--- src/rtl/sidp_pkg.sv ---
package sidp_pkg;

  localparam int QUAD_W = 32;
  localparam logic [1:0] ID_SELF = 2'd2;

  typedef enum logic [1:0] {
    FS_IDLE    = 2'd0,
    FS_COLLECT = 2'd1,
    FS_HUNT    = 2'd2
  } frame_state_e;

  typedef struct packed {
    logic [5:0] phy;
    logic       link_on;
    logic [5:0] gap;
    logic [1:0] speed;
    logic       contender;
    logic [2:0] power;
    logic       init_reset;
  } node_hdr_t;

  function automatic logic [1:0] quad_id(input logic [QUAD_W-1:0] q);
    return q[31:30];
  endfunction

  function automatic logic quad_ext(input logic [QUAD_W-1:0] q);
    return q[23];
  endfunction

  function automatic logic quad_more(input logic [QUAD_W-1:0] q);
    return q[0];
  endfunction

  function automatic logic [2:0] quad_seq(input logic [QUAD_W-1:0] q);
    return q[22:20];
  endfunction

  function automatic node_hdr_t hdr_of(input logic [QUAD_W-1:0] q);
    node_hdr_t h;
    h.phy        = q[29:24];
    h.link_on    = q[22];
    h.gap        = q[21:16];
    h.speed      = q[15:14];
    h.contender  = q[11];
    h.power      = q[10:8];
    h.init_reset = q[1];
    return h;
  endfunction

  // Quadlet that carries port p.
  function automatic int slot_word(input int p);
    return (p + 5) / 8;
  endfunction

  // Low bit position of port p inside its quadlet.
  function automatic int slot_shift(input int p);
    return 16 - 2 * ((p + 5) % 8);
  endfunction

  function automatic int port_capacity(input int nq);
    return 8 * nq - 5;
  endfunction

endpackage

--- src/rtl/sidp_framer.sv ---
module sidp_framer
  import sidp_pkg::*;
#(
  parameter int MAX_Q = 4,
  localparam int QCW = $clog2(MAX_Q + 1)
) (
  input  logic                          clk,
  input  logic                          rst,
  input  logic                          fire,
  input  logic [QUAD_W-1:0]             q,
  input  logic                          last,
  output logic                          seq_done,
  output logic                          seq_err,
  output logic [QCW-1:0]                seq_nq,
  output logic [MAX_Q-1:0][QUAD_W-1:0]  seq_words
);

  frame_state_e                   state, nxt_state;
  logic [QCW-1:0]                 qn, nxt_qn;
  logic [MAX_Q-1:0][QUAD_W-1:0]   hold_q;
  logic                           wr_en;
  logic [QCW-1:0]                 wr_idx;
  logic                           id_ok;
  logic [2:0]                     want_seq;

  assign id_ok    = (quad_id(q) == ID_SELF);
  assign want_seq = 3'(qn - QCW'(1));
  assign wr_idx   = (state == FS_COLLECT) ? qn : '0;

  always_comb begin
    nxt_state = state;
    nxt_qn    = qn;
    seq_done  = 1'b0;
    seq_err   = 1'b0;
    seq_nq    = '0;
    wr_en     = 1'b0;
    if (fire) begin
      if (state == FS_COLLECT) begin
        if (!id_ok || !quad_ext(q) || quad_seq(q) != want_seq) begin
          seq_err = 1'b1;
        end else if (quad_more(q)) begin
          if (int'(qn) + 1 >= MAX_Q || last) seq_err = 1'b1;
          else begin
            wr_en  = 1'b1;
            nxt_qn = qn + QCW'(1);
          end
        end else begin
          seq_done = 1'b1;
          seq_nq   = qn + QCW'(1);
        end
      end else if (state == FS_HUNT && quad_ext(q)) begin
        nxt_state = last ? FS_IDLE : FS_HUNT;
      end else begin
        if (!id_ok || quad_ext(q)) begin
          seq_err = 1'b1;
        end else if (quad_more(q)) begin
          if (MAX_Q < 2 || last) seq_err = 1'b1;
          else begin
            wr_en     = 1'b1;
            nxt_state = FS_COLLECT;
            nxt_qn    = QCW'(1);
          end
        end else begin
          seq_done = 1'b1;
          seq_nq   = QCW'(1);
        end
      end
      if (seq_err) begin
        nxt_state = last ? FS_IDLE : FS_HUNT;
        nxt_qn    = '0;
      end
      if (seq_done) begin
        nxt_state = FS_IDLE;
        nxt_qn    = '0;
      end
    end
  end

  always_comb begin
    seq_words = hold_q;
    seq_words[wr_idx] = q;
  end

  always_ff @(posedge clk) begin
    if (rst) begin
      state  <= FS_IDLE;
      qn     <= '0;
      hold_q <= '0;
    end else begin
      state <= nxt_state;
      qn    <= nxt_qn;
      if (wr_en) hold_q[wr_idx] <= q;
    end
  end

  // A quadlet either completes, fails or neither, never both.
  p_one_outcome_r4: assert property (@(posedge clk) disable iff (rst)
    !(seq_done && seq_err));

  // While collecting, the stored length stays inside the legal window.
  p_depth_r5: assert property (@(posedge clk) disable iff (rst)
    (state == FS_COLLECT) |-> (qn >= QCW'(1) && int'(qn) < MAX_Q));

  // A batch end always leaves the framer waiting for a fresh start.
  p_last_closes_r8: assert property (@(posedge clk) disable iff (rst)
    (fire && last) |=> (state == FS_IDLE));

  // Skipping state is only entered through an error.
  p_hunt_after_err_r9: assert property (@(posedge clk) disable iff (rst)
    (state == FS_HUNT && $past(state) != FS_HUNT) |-> $past(seq_err));

endmodule

--- src/rtl/sidp_port_decoder.sv ---
module sidp_port_decoder
  import sidp_pkg::*;
#(
  parameter int MAX_Q = 4,
  localparam int QCW    = $clog2(MAX_Q + 1),
  localparam int NPORTS = 8 * MAX_Q - 5
) (
  input  logic [MAX_Q-1:0][QUAD_W-1:0] words,
  input  logic [QCW-1:0]               nq,
  output node_hdr_t                    hdr,
  output logic [2*NPORTS-1:0]          ports
);

  assign hdr = hdr_of(words[0]);

  for (genvar gp = 0; gp < NPORTS; gp++) begin : g_port
    localparam int W  = slot_word(gp);
    localparam int SH = slot_shift(gp);
    assign ports[2*gp +: 2] = (QCW'(W) < nq) ? words[W][SH +: 2] : 2'b00;
  end

endmodule

--- src/rtl/sidp_err_counter.sv ---
module sidp_err_counter #(
  parameter int CNT_W = 16
) (
  input  logic             clk,
  input  logic             rst,
  input  logic             hit,
  output logic             flag,
  output logic [CNT_W-1:0] count
);

  always_ff @(posedge clk) begin
    if (rst) begin
      flag  <= 1'b0;
      count <= '0;
    end else begin
      flag <= hit;
      if (hit && count != '1) count <= count + CNT_W'(1);
    end
  end

  p_err_step_r10: assert property (@(posedge clk) disable iff (rst)
    (hit && count != '1) |=> (count == $past(count) + CNT_W'(1)));

  p_err_quiet_r10: assert property (@(posedge clk) disable iff (rst)
    !hit |=> $stable(count));

endmodule

--- src/rtl/selfid_stream_parser.sv ---
module selfid_stream_parser
  import sidp_pkg::*;
#(
  parameter int MAX_QUADS = 4,
  parameter int ERR_W     = 16
) (
  input  logic                              clk,
  input  logic                              rst,
  input  logic                              in_valid,
  output logic                              in_ready,
  input  logic [31:0]                       in_data,
  input  logic                              in_last,
  output logic                              res_valid,
  input  logic                              res_ready,
  output logic [5:0]                        res_phy_id,
  output logic                              res_link_on,
  output logic [5:0]                        res_gap,
  output logic [1:0]                        res_speed,
  output logic                              res_contender,
  output logic [2:0]                        res_power,
  output logic                              res_init_reset,
  output logic [$clog2(MAX_QUADS+1)-1:0]    res_nquad,
  output logic [2*(8*MAX_QUADS-5)-1:0]      res_ports,
  output logic                              err_flag,
  output logic [ERR_W-1:0]                  err_count
);

  localparam int QCW    = $clog2(MAX_QUADS + 1);
  localparam int NPORTS = 8 * MAX_QUADS - 5;
  localparam int PW     = 2 * NPORTS;

  logic                                 fire;
  logic                                 seq_done, seq_err;
  logic [QCW-1:0]                       seq_nq;
  logic [MAX_QUADS-1:0][QUAD_W-1:0]     seq_words;
  node_hdr_t                            dec_hdr, res_hdr;
  logic [PW-1:0]                        dec_ports;

  function automatic logic [PW-1:0] live_mask(input logic [QCW-1:0] n);
    logic [PW-1:0] m;
    for (int p = 0; p < NPORTS; p++)
      m[2*p +: 2] = (p < port_capacity(int'(n))) ? 2'b11 : 2'b00;
    return m;
  endfunction

  assign in_ready = !res_valid || res_ready;
  assign fire     = in_valid && in_ready;

  sidp_framer #(.MAX_Q(MAX_QUADS)) i_framer (
    .clk       (clk),
    .rst       (rst),
    .fire      (fire),
    .q         (in_data),
    .last      (in_last),
    .seq_done  (seq_done),
    .seq_err   (seq_err),
    .seq_nq    (seq_nq),
    .seq_words (seq_words)
  );

  sidp_port_decoder #(.MAX_Q(MAX_QUADS)) i_decoder (
    .words (seq_words),
    .nq    (seq_nq),
    .hdr   (dec_hdr),
    .ports (dec_ports)
  );

  sidp_err_counter #(.CNT_W(ERR_W)) i_errcnt (
    .clk   (clk),
    .rst   (rst),
    .hit   (seq_err),
    .flag  (err_flag),
    .count (err_count)
  );

  always_ff @(posedge clk) begin
    if (rst) begin
      res_valid <= 1'b0;
      res_hdr   <= '0;
      res_nquad <= '0;
      res_ports <= '0;
    end else if (seq_done) begin
      res_valid <= 1'b1;
      res_hdr   <= dec_hdr;
      res_nquad <= seq_nq;
      res_ports <= dec_ports;
    end else if (res_ready) begin
      res_valid <= 1'b0;
    end
  end

  assign res_phy_id     = res_hdr.phy;
  assign res_link_on    = res_hdr.link_on;
  assign res_gap        = res_hdr.gap;
  assign res_speed      = res_hdr.speed;
  assign res_contender  = res_hdr.contender;
  assign res_power      = res_hdr.power;
  assign res_init_reset = res_hdr.init_reset;

  p_hold_r11: assert property (@(posedge clk) disable iff (rst)
    (res_valid && !res_ready) |=>
      (res_valid && $stable(res_hdr) && $stable(res_ports) && $stable(res_nquad)));

  p_unused_zero_r7: assert property (@(posedge clk) disable iff (rst)
    res_valid |-> ((res_ports & ~live_mask(res_nquad)) == '0));

  p_len_range_r3: assert property (@(posedge clk) disable iff (rst)
    res_valid |-> (res_nquad >= QCW'(1) && int'(res_nquad) <= MAX_QUADS));

  p_no_result_on_err_r4: assert property (@(posedge clk) disable iff (rst)
    (seq_err && !res_valid) |=> !res_valid);

endmodule

--- config.mk ---
export PLATFORM = sky130hd
export DESIGN_NAME = selfid_stream_parser
export DESIGN_NICKNAME = d
export VERILOG_FILES = /design/src/rtl/sidp_pkg.sv /design/src/rtl/sidp_framer.sv /design/src/rtl/sidp_port_decoder.sv /design/src/rtl/sidp_err_counter.sv /design/src/rtl/selfid_stream_parser.sv
export SDC_FILE = /design/constraint.sdc
export NUM_CORES = 1
export LEC_CHECK = 0
export ABC_AREA = 0
export BUFFER_PORTS_ARGS = -buffer_cell sky130_fd_sc_hd__buf_4
export CAP_MARGIN = 10
export CORE_ASPECT_RATIO = 1.4
export CORE_MARGIN = 4
export CORE_UTILIZATION = 40
export CTS_CLUSTER_SIZE = 16
export DETAILED_ROUTE_END_ITERATION = 16
export PLACE_DENSITY = 0.65
export SKIP_CTS_REPAIR_TIMING = 1
export SLEW_MARGIN = 20
export SYNTH_ARGS = -nofsm -noshare
export SYNTH_HDL_FRONTEND = slang
export SYNTH_SLANG_ARGS = --single-unit
export TNS_END_PERCENT = 5
--- constraint.sdc ---
create_clock -name clk -period 4.3 [get_ports clk]
set_clock_uncertainty 0.1 [all_clocks]
set_input_delay 0.86 -clock clk [delete_from_list [all_inputs] [get_ports clk]]
set_output_delay 0.86 -clock clk [all_outputs]
set_load 0.02 [all_outputs]
==> out/metrics.cfg, run 1 <==
[pwr]
pwr-share-seq_pct=49.1
p_int_w=0.002547
pwr-share-comb_pct=5.3
p_leak_nw=3.803
net-switching-power_w=0.0007789
ir_drop_mv=0.2304
pwr-share-clk_pct=45.7
p_sw_share_pct=23.42
powerDensity_nw_per_um2=368.1

[detailed_routing]
post-route-drc-count=0
drt_pass1_iterations=4
dr_wl_met3_um=962
top_layer=met4
wl_per_cell_um=16.22
routed-via-count=5997
ant_nets=0
wl_met2_mm=9.572
drt-met1-wl_mm=8.061
viasPerCell=5.139
drt_iter0_markers=257
routed_wl_mm=18.93

[critical_path]
r2r_slack_ns=0.97
critical_path.slowest_cell=dfxtp_1
crit_fanout=11
crit_required_ns=4.55
critical_path_buf_inv_count=1
critPathKind=flop to flop
cp_top_family=simple AND/OR/NAND/NOR gates
worstPathArrival_ns=3.58
cp-start-kind=flop
r2r-start=i_framer.qn[0]
cp_cell_sequence=inv_1 > ha_1 > xor2_1 > nand4_1 > or4_1 > nor2_1 > nand2_1 > o21ai_0
end_kind=flop
slowest_delay_ns=0.55
reg2reg_depth=8
r2r_end=res_ports[34]

[grt]
track_usage_pct=18.64
grt_max_degree=77
grt_pass1_vias=5657
antenna_found_initial=0
grt_first_pass_wirelength_mm=30.33
grt_overflow=0

[yosys]
ys_ff_latch=174
async_flop_share_pct=0
netlist_area_um2=7316
yosysTopAreaCell=dfxtp_1
synth_area_leaders=dfxtp_1 48%, mux2i_1 15%, nand2_1 5.7%, nor2_1 5.3%, o21ai_0 4.0%
synth-edff-count=0
syn_inst=807
ys_warn_count=0
synth_cell_types=53
synth_nets=847
syn_avg_cell_area_um2=9.065
synth-seq-area-share_pct=47.61
yosysTopAreaCellShare_pct=47.61
synth_top_flop_cell=dfxtp_1

[placement]
hpwlAfterDp_mm=13.14
numPortBuffers=132
gp_congestion=0.8905

[sta]
maxSlewViolCount=0
fmax_mhz=300.6
max-slew-margin-rel_pct=35.17
fin_setup_tns_ns=0
min_period_ns=3.327
setup_viol=0
worst_pin_slew_ns=0.9723
post-route-period-util_pct=77.36
final-hold-violation-count=0
rsz0062_at_grt=no

[hold_path]
hold_path_startpoint=res_nquad[2]
min_to=res_nquad[2]
min_path_cells=2
min_path_type=flop to flop

[clock_tree]
insertion_delay_ns=0.43
clock_path_buffers=2
cts-root-buf=clkbuf_16
numCtsBuffers=17
cts_num_sinks=174
cts_tree=yes
htreeDepth=4
cts.clk_slew.worst_paths_ns=0.06

[finish]
antenna_cells=0
drive_gt1_share_pct=21.57
fin_nets=954
final_util_pct=50.20
fillers=1777
area_growth_syn_to_layout_pct=23.50

[status]
status=finished clean

[floorplanning]
fp.dieArea_um2=20550
rows=58
io_pins=133
initial_utilization_pct=40.65
die_h_um=168.0
die_w_um=122.3
coreArea_um2=18000

[job]
maxCapViolCount=0

[Yosys cell counts, types with 2 or more instances]
cell	number
nor2b_1	3
o31ai_1	5
buf_1	3
a31o_2	6
buf_6	6
nand4_1	10
nand2_1	111
nand2b_1	7
and4_1	2
nand3_1	18
and3b_1	2
a22o_1	17
or3_1	14
dfxtp_1	174
mux2i_1	106
xor2_1	3
a2bb2oi_1	2
o211ai_1	2
a21oi_1	27
o21ai_0	58
inv_1	10
nor3_2	3
or4_1	2
a311oi_1	20
ha_1	3
and3_1	5
nor2_1	104
and2_1	4
buf_2	8
nor2_2	2
nor3_1	10
clkbuf_1	39
[stage by stage]
| stage | setup WS (ns) | cell area [um2] | cells | hold WS, ns | total power (W) |
|---|---|---|---|---|---|
| finish | 0.9735 | 9035 | 1167 | 0.3515 | 0.003326 |
| global route | 0.6851 | 9035 | 1167 | 0.3799 | 0.003441 |
| CTS | 0.9534 | 9035 | 1167 | 0.3543 | 0.003363 |
| detailed placement | 0.9754 | 8461 | 1135 | 0.3417 | 0.001846 |
| global placement | 1.079 | 8461 | 1135 | 0.3319 | 0.001845 |
| floorplan | 1.628 | 7316 | 807 | 0.3435 | 0.001760 |
[cells by family (layout without fill, tap and decap cells)]
group | count (synthesis) | in the layout | share of synthesized area [%]
AND/OR/NAND/NOR | 304 | 304 | 18.92
flip-flops | 174 | 174 | 47.61
AO/OA/AOI/OAI | 147 | 147 | 13.32
multiplexers | 107 | 107 | 14.66
buffers and inverters | 68 | 188 | 4.310
XOR/XNOR | 4 | 4 | 0.6671
adder cells (fa/ha/maj) | 3 | 3 | 0.5131
[state kept, by name (all words and copies together), names as in the netlist]
signal	count
i_framer.hold_q	74
res_ports	54
i_errcnt.count	16
res_gap	6
res_phy_id	6
i_framer.qn	3
res_nquad	3
res_power	3
i_framer.state	2
res_speed	2
i_errcnt.flag	1
res_contender	1
res_init_reset	1
res_link_on	1
res_valid	1
[power groups by stage]
stage                     sequential, W  clock [W]  combinational (W)
final                           0.00163    0.00152           0.000175
after global routing            0.00163    0.00162           0.000192
after CTS                       0.00163    0.00155           0.000178
after detailed placement        0.00167          0           0.000177
after global placement          0.00167          0           0.000176
after floorplan                 0.00168          0          0.0000821
[worst reg2reg max path, delay by kind of cell (launching register included)]
family          cells  cell delay, ns
flops               1            0.55
simple gates        4            1.58
fa+ha+maj           1            0.41
buf+inv             1            0.09
xor+xnor            1            0.28
compound gates      1            0.26
[cell type report]
cell class                      instances  area, um2  area share [%]
Sequential cell                       174       3483           38.55
Tap cell                              240      300.3           3.324
Inverter                               10      37.54          0.4155
Clock inverter                         12      137.6           1.523
Timing Repair Buffer                  146       1096           12.13
Clock buffer                           20      436.7           4.833
Multi-Input combinational cell        565       3543           39.22
[layer usage]
layer	GRT usage [%]	vias up
met2	31.76	127
met1	22.95	2815
met4	6.433	0
met3	4.267	20
met5	0	-
li1	-	3035
[cells in the final DEF, fill, tap and decap left out, types with 4 or more instances in the layout]
cell,count
a22o_1,17
and2_1,4
o21ai_0,58
clkbuf_16,17
dfxtp_1,174
nand4_1,10
o31ai_1,5
nor2_1,103
mux2i_1,106
nand2b_1,7
and3_1,5
nand3_1,18
or3_1,14
a31o_2,6
a21oi_1,27
nand2_1,111
buf_4,146
nor3_2,4
a311oi_1,20
inv_1,10
nor3_1,8
[worst max-delay path by stage]
stage,slack (ns),to,depth (start not counted),startpoint
floorplan,1.63,res_ports[45],7,res_ready
global placement,1.08,res_ports[35],8,i_framer.qn[0]
detailed placement,0.98,res_ports[34],8,i_framer.qn[0]
CTS,0.95,res_ports[34],8,i_framer.qn[0]
global route,0.69,res_ports[27],8,i_framer.qn[0]
finish,0.97,res_ports[34],8,i_framer.qn[0]
Note: power is estimated with default switching activity, not from simulation.
==> run 2: changes to the inputs <==
Settings changed: ABC_AREA 0 to 1, PLACE_DENSITY 0.65 to 0.64.
Clock period 4.3 ns to 3.4 ns, I/O delays scaled along.
==> run 2 against run 1 <==
Synthesized cell count grew 44%. Via count grew 27%. Non-clock buffer count grew 3. Flip-flop and latch count is the same. Count of clock-buffer cells in the layout shrank 1. Power grew 34%.
==> out/metrics.cfg, run 2 <==
[yosys]
synth_cell_types=32
yosysMostFrequentCell=nand2_1
yosysTopAreaCell=dfxtp_1
synth_compound_area_share_pct=18.46
synth_top_flop_cell=dfxtp_1
synth_area_leaders=dfxtp_1 43%, nand2_1 11%, a21oi_1 10%, o21ai_0 7.7%, inv_1 5.9%
yosysTopAreaCellShare_pct=43.41
synth_fa_ha_area_share_pct=0.4677
synth-edff-count=0
synthMuxAreaShare_pct=1.247
synth-seq-area-share_pct=43.41
synth_xor_xnor_area_share_pct=0.9822
synth_nets=1201
ys_warn_count=0
syn_avg_cell_area_um2=6.912
netlist_area_um2=8025
synth_top_family_by_area=simple AND/OR/NAND/NOR gates
syn_inst=1161
async_flop_share_pct=0
yosys.area_share.simple_pct=25.23
synth.top_cells.by_count=245 x nand2_1, 174 x dfxtp_1, 164 x a21oi_1
ys_ff_latch=174

[critical_path]
reg2reg_depth=12
critical_path.slowest_cell=inv_2
worstPathArrival_ns=3.06
crit_required_ns=3.66
cp_cell_sequence=inv_1 > ha_1 > nor2_1 > nor2_1 > nand3_1 > o21ai_4 > nand2_2 > nor2_4 > inv_2 > buf_4 > nand2_1 > a21oi_1
critical_path_buf_inv_count=3
crit_fanout=45
critPathKind=flop to flop
end_kind=flop
cp_top_family=buffers and inverters
cp-start-kind=flop
slowest_delay_ns=0.64
crit_path_frequent_cell=nor2_1
cp_num_cells=12

[finish]
fillers=2005
area_growth_syn_to_layout_pct=22.11
top_regs=i_framer.hold_q (74), res_ports (54), i_errcnt.count (16)
largest_register=i_framer.hold_q
final_cells=1520
largest_register_ffs=74
mostFrequentLayoutCell=nand2_1
drive_gt1_share_pct=16.09
final_cell_mix=244 x nand2_1, 174 x dfxtp_1, 163 x a21oi_1
antenna_cells=0
final_util_pct=49.57
fin_nets=1295

[detailed_routing]
wl_per_cell_um=14.77
ant_nets=0
viasPerCell=5.013
post-route-drc-count=0
routed_wl_mm=22.46
drt_iter0_markers=551
routed-via-count=7619
drt_pass1_iterations=5

[sta]
post-route-period-util_pct=82.46
setup_viol=0
worst_pin_slew_ns=0.8856
min_period_ns=2.804
maxSlewViolCount=0
fmax_mhz=356.7
final-hold-violation-count=0
max-slew-margin-rel_pct=40.87
rsz0062_at_grt=no
fin_setup_tns_ns=0

[placement]
numPortBuffers=132
gp_congestion=0.8612
hpwlAfterDp_mm=14.91
placed_cells=1488

[clock_tree]
numCtsBuffers=17
cts-root-buf=clkbuf_16
htreeDepth=4
cts_tree=yes
clock_path_buffers=2
cts.clk_slew.worst_paths_ns=0.07
insertion_delay_ns=0.43
cts_num_sinks=174

[grt]
antenna_found_initial=0
grt_pass1_vias=7155
grt_first_pass_wirelength_mm=36.38
grt_max_degree=69
track_usage_pct=20.06
grt_overflow=0

[job]
maxCapViolCount=0

[pwr]
p_sw_share_pct=23.48
pwr-share-comb_pct=6.5
ir_drop_mv=0.3382
net-switching-power_w=0.001050
pwr-share-clk_pct=46.9
p_int_w=0.003422
pwr-share-seq_pct=46.6
powerDensity_nw_per_um2=456.3
p_leak_nw=4.376

[floorplanning]
die_h_um=175.6
fp.dieArea_um2=22430
die_w_um=127.7
coreArea_um2=19770
io_pins=133
initial_utilization_pct=40.60
rows=61

[hold_path]
min_path_type=flop to flop
min_path_cells=2

[status]
status=finished clean

==> run 2: changes by cell type after synthesis, moves of 9 or more <==
cell	delta
or2_0	+9
or2_1	+10
nand3_1	+32
a21oi_1	+137
nand2_1	+134
o21ai_0	+66
or3_1	-14
buf_2	+11
a22o_1	-17
inv_1	+116
a311oi_1	-20
nand4_1	+15
mux2i_1	-96
==> run 2: power by group through the flow <==
stage,logic (W),registers [W],clock network [W]
floorplan,0.000157,0.00215,0
global route,0.000327,0.00209,0.00221
CTS,0.000294,0.00208,0.00213
finish,0.000292,0.00208,0.00210
global placement,0.000292,0.00213,0
detailed placement,0.000293,0.00213,0
==> run 2: final cells by class <==
cell class	instances	area [um2]	area share, %
clock buffer	19	442.9	4.520
inverter	131	491.7	5.018
timing repair buffer	149	1144	11.67
tap	252	315.3	3.218
sequential	174	3483	35.55
multi-input combinational	782	3736	38.13
clock inverter	13	186.4	1.902
==> run 2: metrics by stage <==
step	worst slack, ns	total power (W)	instance area, um2	hold WS, ns
2_1_floorplan	1.107	0.002303	8025	0.3268
3_3_place_gp	0.6589	0.002422	9170	0.3337
3_5_place_dp	0.6000	0.002423	9170	0.3391
4_1_cts	0.5812	0.004511	9799	0.3485
5_1_grt	0.2872	0.004624	9799	0.3686
6_report	0.5963	0.004472	9799	0.3485
==> run 2: path summary, 6_finish.rpt <==
check	from	end	slack, ns
setup / recovery	i_framer.qn[0]	res_ports[44]	0.60
hold / removal	i_framer.hold_q[79]	i_framer.hold_q[79]	0.35
setup reg to reg	i_framer.qn[0]	res_ports[44]	0.60
hold reg to reg	i_framer.hold_q[79]	i_framer.hold_q[79]	0.35
==> run 2: cell families (layout without fill, tap and decap cells) <==
group / Yosys count / in the layout
AO/OA/AOI/OAI: 292 / 292
XOR/XNOR: 9 / 9
adder cells (fa/ha/maj): 3 / 3
buffers and inverters: 205 / 312
flip-flops: 174 / 174
multiplexers: 10 / 10
AND/OR/NAND/NOR: 468 / 468
==> run 2: per-layer routing <==
metal,wire length (um),up-vias,GRT usage [%]
li1,-,3916,-
met1,9713,3494,25.13
met4,619,0,8.363
met2,11070,171,34.14
met3,1057,38,3.164
met5,0,-,0
==> run 2: worst reg2reg max path: stages, from the launching register on <==
cell     delay [ns]
dfxtp_1        0.39
inv_1          0.14
ha_1           0.37
nor2_1         0.10
nor2_1         0.05
nand3_1        0.18
o21ai_4        0.11
nand2_2        0.12
nor2_4         0.04
inv_2          0.64
buf_4          0.30
nand2_1        0.05
a21oi_1        0.13
